$ cat src/rtl/coh_watchdog.sv
module coh_watchdog #(
  parameter int AW = 4,
  parameter int CW = 8
) (
  input  logic          clk,
  input  logic          rst_n,
  input  logic          arm,
  input  logic [AW-1:0] arm_addr,
  input  logic          done,
  input  logic [AW-1:0] done_addr,
  input  logic [CW-1:0] limit,
  output logic          timeout
);
  logic          armed_q, armed_d;
  logic [AW-1:0] addr_q, addr_d;
  logic [CW-1:0] cnt_q, cnt_d;
  logic          to_q, to_d;
  logic          hit;

  assign hit     = done && (done_addr == addr_q);
  assign timeout = to_q;

  always_comb begin
    armed_d = armed_q;
    addr_d  = addr_q;
    cnt_d   = cnt_q;
    to_d    = to_q;
    if (arm) begin
      armed_d = 1'b1;
      addr_d  = arm_addr;
      cnt_d   = '0;
      to_d    = 1'b0;
    end else if (armed_q && hit) begin
      armed_d = 1'b0;
    end else if (armed_q) begin
      if (cnt_q == limit - CW'(1)) begin
        to_d    = 1'b1;
        armed_d = 1'b0;
      end else begin
        cnt_d = cnt_q + 1'b1;
      end
    end
  end

  always_ff @(posedge clk or negedge rst_n) begin
    if (!rst_n) begin
      armed_q <= 1'b0;
      addr_q  <= '0;
      cnt_q   <= '0;
      to_q    <= 1'b0;
    end else begin
      armed_q <= armed_d;
      addr_q  <= addr_d;
      cnt_q   <= cnt_d;
      to_q    <= to_d;
    end
  end

  a_r9_fire_only_armed: assert property (@(posedge clk) disable iff (!rst_n)
    $rose(timeout) |-> $past(armed_q));
endmodule

$ cat config.mk
export PLATFORM = sky130hd
export DESIGN_NAME = coh_watchdog
export DESIGN_NICKNAME = d
export VERILOG_FILES = /design/src/rtl/coh_watchdog.sv
export SDC_FILE = /design/constraint.sdc
export NUM_CORES = 1
export LEC_CHECK = 0
export ABC_AREA = 1
export BUFFER_PORTS_ARGS = -buffer_cell sky130_fd_sc_hd__clkbuf_2
export CORE_UTILIZATION = 54
export CTS_CLUSTER_SIZE = 10
export DETAILED_ROUTE_END_ITERATION = 10
export MAX_ROUTING_LAYER = met4
export PLACE_DENSITY = 0.89
export SYNTH_ARGS = -nofsm -noshare
export SYNTH_HDL_FRONTEND = slang
export SYNTH_SLANG_ARGS = --single-unit
$ cat constraint.sdc
create_clock -name clk -period 1.5 [get_ports clk]
set_input_delay 0.3 -clock clk [delete_from_list [all_inputs] [get_ports clk]]
set_output_delay 0.3 -clock clk [all_outputs]
set_load 0.05 [all_outputs]
## Word level (Yosys, flattened, before mapping)

Cells that the tools add are included.

- Add/subtract/negate cells: 2
- Eq/ne operators: 4
- Muxes and demuxes: 12
- Reduce and logical (&&, ||, !) cells: 6

Operators by type and width:

| kind | count |
|---|---|
| $mux 8 | 4 |
| $add 8x1->8 const B | 1 |
| $eq 8x8->1 | 1 |
| $mux 1 | 8 |
| $sub 8x1->8 const B | 1 |
| $reduce_and 3->1 | 2 |
| $eq 4x4->1 | 1 |
| $ne 2x2->1 const B | 2 |
| $reduce_bool 2->1 | 2 |
| $logic_and 1x1->1 | 2 |

- Register bits after elaboration: 14
- Input port bits: 20
- Output and inout port bits: 1

## Logic depth before layout (Yosys ltp)

- Depth after elaboration: 6
- Depth in mapped cells: 13
- Depth with buffers taken out: 13

## Least setup slack after synthesis

No wires, ideal clock.

- Path type: input port to flip-flop
- Start: input limit[0]
- End: register cnt_q[0]
- Setup time: 0.119 ns
- Arrival: 1.340 ns
- Setup slack: 0.041 ns
- Stages on the path: 13
- Buffers on the path: 0
- Path through: inv_2 ha_1 inv_1 nand2_1 nand3_1 nand2_1 inv_1 nand3_1 nor2_4 nand2_4 nand2_8 nand3_2 nand2_1

- Word-level cells in the longest chain between the ends: 4

RTL lines:

| what | RTL line | RTL |
|---|---|---|
| start, declared | 11 | `input logic [CW-1:0] limit,` |
| $sub 8x1->8 | 36 | `if (cnt_q == limit - CW'(1)) begin` |
| $eq 8x8->1 | 36 |  |
| $ne 2x2->1 (no source line) | n/a |  |
| $reduce_and 3->1 (no source line) | n/a |  |
| end signal, assigned | 54 | `cnt_q <= cnt_d;` |
| end, declared | 16 | `logic [CW-1:0] cnt_q, cnt_d;` |

No other way between the ends.
A chain may end at the register's enable or synchronous reset.

## Final worst setup path

- Start: register cnt_q[4]
- End: register cnt_q[5]

- Word-level cells in the longest chain between the ends: 5
- Elaborated cells between the ends (all ways): 8
- Classes of those cells: 1 x add/sub; 2 x eq/ne; 4 x mux; 1 x reduce/logical

RTL lines:

| what | RTL line | RTL |
|---|---|---|
| $add 8x1->8 | 40 | `cnt_d = cnt_q + 1'b1;` |
| $mux 8 | 36 |  |
| $mux 8 | 35 | `end else if (armed_q) begin` |
| $mux 8 | 33 | `end else if (armed_q && hit) begin` |
| $mux 8 | 28 | `if (arm) begin` |

Parallel ways exist; a longest one is shown, timed or not. The select of a mux whose other input is x is not followed.

==> flow_summary.json <==
{
  "status": "finished clean",
  "max_freq_mhz": 683,
  "avgRoutedWirePerCell_um": 11.5,
  "period_share": 0.975,
  "ys_ff_latch": 14,
  "rsz0062_at_grt": "true",
  "yosys_warnings": 0,
  "fillCellCount": 146,
  "cp_top_family": "simple AND/OR/NAND/NOR gates",
  "grt_pass1_wl_um": 3940,
  "chipWidth_um": 49.0,
  "finClkSkew_ns": 0.00329,
  "hold_viol": 0,
  "grt_max_degree": 18,
  "setup_viol": 0,
  "crit_top_cell": "nand2_1",
  "synth.distinct_cells": 26,
  "die_y_um": 49.0,
  "postSynthCellCount": 159,
  "clock_latency_ns": 0.27,
  "cts_htree_levels": 1,
  "fin_util": 0.714,
  "vias": 1127,
  "r2r_cells": 9,
  "drc": 0,
  "slowest_delay_ns": 0.46,
  "hp-start": "arm_addr[2]",
  "gp_congestion": 0.801,
  "routed_wirelength_um": 2500,
  "min_path_type": "input port to flop",
  "antenna-diode-count": 0,
  "synthFlopType": "dfrtp_1",
  "worstPathCellList": "xnor2_1 > nand2_1 > nand2_1 > nand2_4 > nor2_4 > nand2_4 > nand2_8 > nand3_2 > nand2_1",
  "fin_tns_setup_ns": 0,
  "worstPathMaxFanout": 6,
  "hold_depth": 3,
  "dp_hpwl_um": 1880,
  "syn_area_um2": 1190,
  "nets": 214,
  "fin_crit_ns": 1.46,
  "drive_above_1_share": 0.326,
  "synth.avg_cell_area_um2": 7.50,
  "numCtsBuffers": 3,
  "area_growth_pct": 21.1,
  "drtAntennaViolNets": 0,
  "end_kind": "flop",
  "cellLeakagePower_nw": 0.803,
  "antenna_found_initial": 0,
  "vdd_drop_max_uv": 585,
  "yosysSeqAreaShare": 0.294,
  "p_per_area_nw_per_um2": 610,
  "cap_violations": 0,
  "firstDrtPassIters": 4,
  "clock-sinks": 14,
  "fp.coreArea_um2": 2020,
  "viasPerCell": 5.19,
  "finalMaxSlewViolations": 0,
  "cts_tree": "yes",
  "io_buffer_count": 20,
  "startpoint_type": "flop",
  "drt_iter0_markers": 19,
  "hold_path_end": "addr_q[2]",
  "total_power_mw": 0.880,
  "cts_buffer_depth": 2,
  "cp.buffers_inverters": 0,
  "multiInputGateArea_um2": 748,
  "worstPathArrival_ns": 1.67,
  "relSlewSlack": 0.730,
  "regArea_um2": 355,
  "grt_overflow": 0,
  "r2r-start": "cnt_q[4]",
  "cts.clk_slew.worst_paths_ns": 0.07,
  "synthArstFlopShare": 1.00,
  "initial_core_util": 0.590,
  "synth-edff-count": 0,
  "ioPinCount": 21,
  "worstSetupPathType": "flop to flop",
  "tightest_slew_ns": 0.401,
  "r2r-end": "cnt_q[5]",
  "grt_pass1_vias": 1010,
  "syn_nets": 181,
  "ff2ff_setup_slack_ns": 0.04,
  "slowest_stage": "dfrtp_2",
  "row_count": 16,
  "grt.total_usage": 0.218,
  "dieArea_um2": 2400,
  "cts-root-buf": "clkbuf_4",
  "required_ns": 1.71
}
-- area by class of cell --
class / instances / area share
Clock buffer: 3 / 0.0156
Inverter: 23 / 0.0598
Multi-Input combinational cell: 119 / 0.518
Sequential cell: 14 / 0.246
Tap cell: 27 / 0.0234
Timing Repair Buffer: 31 / 0.137
-- cell usage after synthesis, types with 2 or more instances --
cell | instances | share of area
buf_4 | 3 | 0.019
dfrtp_1 | 14 | 0.29
ha_1 | 2 | 0.021
inv_1 | 20 | 0.063
inv_2 | 2 | 0.0063
nand2_1 | 43 | 0.14
nand2_2 | 2 | 0.010
nand2_4 | 2 | 0.019
nand3_1 | 9 | 0.038
nand3_2 | 9 | 0.076
nand4_1 | 10 | 0.052
nor2_1 | 9 | 0.028
nor2_4 | 3 | 0.028
o21ai_0 | 5 | 0.021
or2_1 | 2 | 0.010
xnor2_1 | 6 | 0.044
xor2_1 | 9 | 0.066
-- report_power, final --
group	switching [mW]	internal [mW]	total [mW]	leakage, nW
clock	0.101	0.0929	0.194	0.0138
combinational	0.150	0.112	0.262	0.615
sequential	0.0236	0.401	0.425	0.174
total	0.274	0.606	0.880	0.803
-- state kept, by name, summed over array words and instances (netlist names) --
name	cells
cnt_q	8
addr_q	4
timeout	1
armed_q	1
-- layout by cell type (no fill, tap or decap), types with 4 or more instances in the layout --
cell type  Yosys  layout
inv_1         20      20
clkbuf_2       0      20
nand3_2        9       9
buf_4          3       9
nand2_1       43      43
dfrtp_2        0       4
dfrtp_1       14      10
xnor2_1        6       5
nand3_1        9       9
nand4_1       10      10
xor2_1         9       9
nor2_1         9       8
-- cell families after synthesis --
kind of cell,share of synthesized area
adders and majority gates,0.0210
xor gates and xnor gates,0.110
and+or+nand+nor,0.425
AOI/OAI and AO/OA,0.0462
DFF,0.294
buffers and inverters,0.104
-- tightest hold or removal path, delay by kind of cell --
kind,cells,cell delay (ns)
buf+inv,1,0.08
simple gates,2,0.09
-- stage by stage --
step	setup slack (ns)	instances	hold WS, ns	instance area [µm²]
final	0.0369	217	0.231	1440
after floorplan	0.0414	159	0.00441	1190
after global placement	-0.0891	207	0.213	1330
after CTS	0.0102	211	0.223	1370
after detailed placement	-0.173	207	0.216	1330
after global routing	-0.0887	217	0.218	1440
-- routing by layer --
layer / up-vias / track usage / wire (µm)
met5: - / - / 0
met4: 0 / 0.0490 / 21
met3: 4 / 0.0467 / 74
met2: 20 / 0.391 / 1350
met1: 529 / 0.248 / 1050
li1: 574 / - / -
-- worst max path at each step --
stage / endpoint / depth (start not counted) / startpoint / slack (ns)
2_1_floorplan: cnt_q[0] / 13 / limit[0] / 0.04
3_3_place_gp: cnt_q[4] / 14 / limit[0] / -0.09
3_5_place_dp: cnt_q[5] / 13 / limit[0] / -0.17
4_1_cts: cnt_q[5] / 9 / cnt_q[4] / 0.01
5_1_grt: cnt_q[5] / 9 / cnt_q[4] / -0.09
6_report: cnt_q[5] / 9 / cnt_q[4] / 0.04
-- what timing repair did --
item / CTS / global route
hold endpoints to repair: 14 / 0
hold buffers: 1 / 0
resized for setup: 0 / 9
endpoints found under the setup margin: 0 / 10
setup buffers: 0 / 4
(Power assumes the default switching activity.)
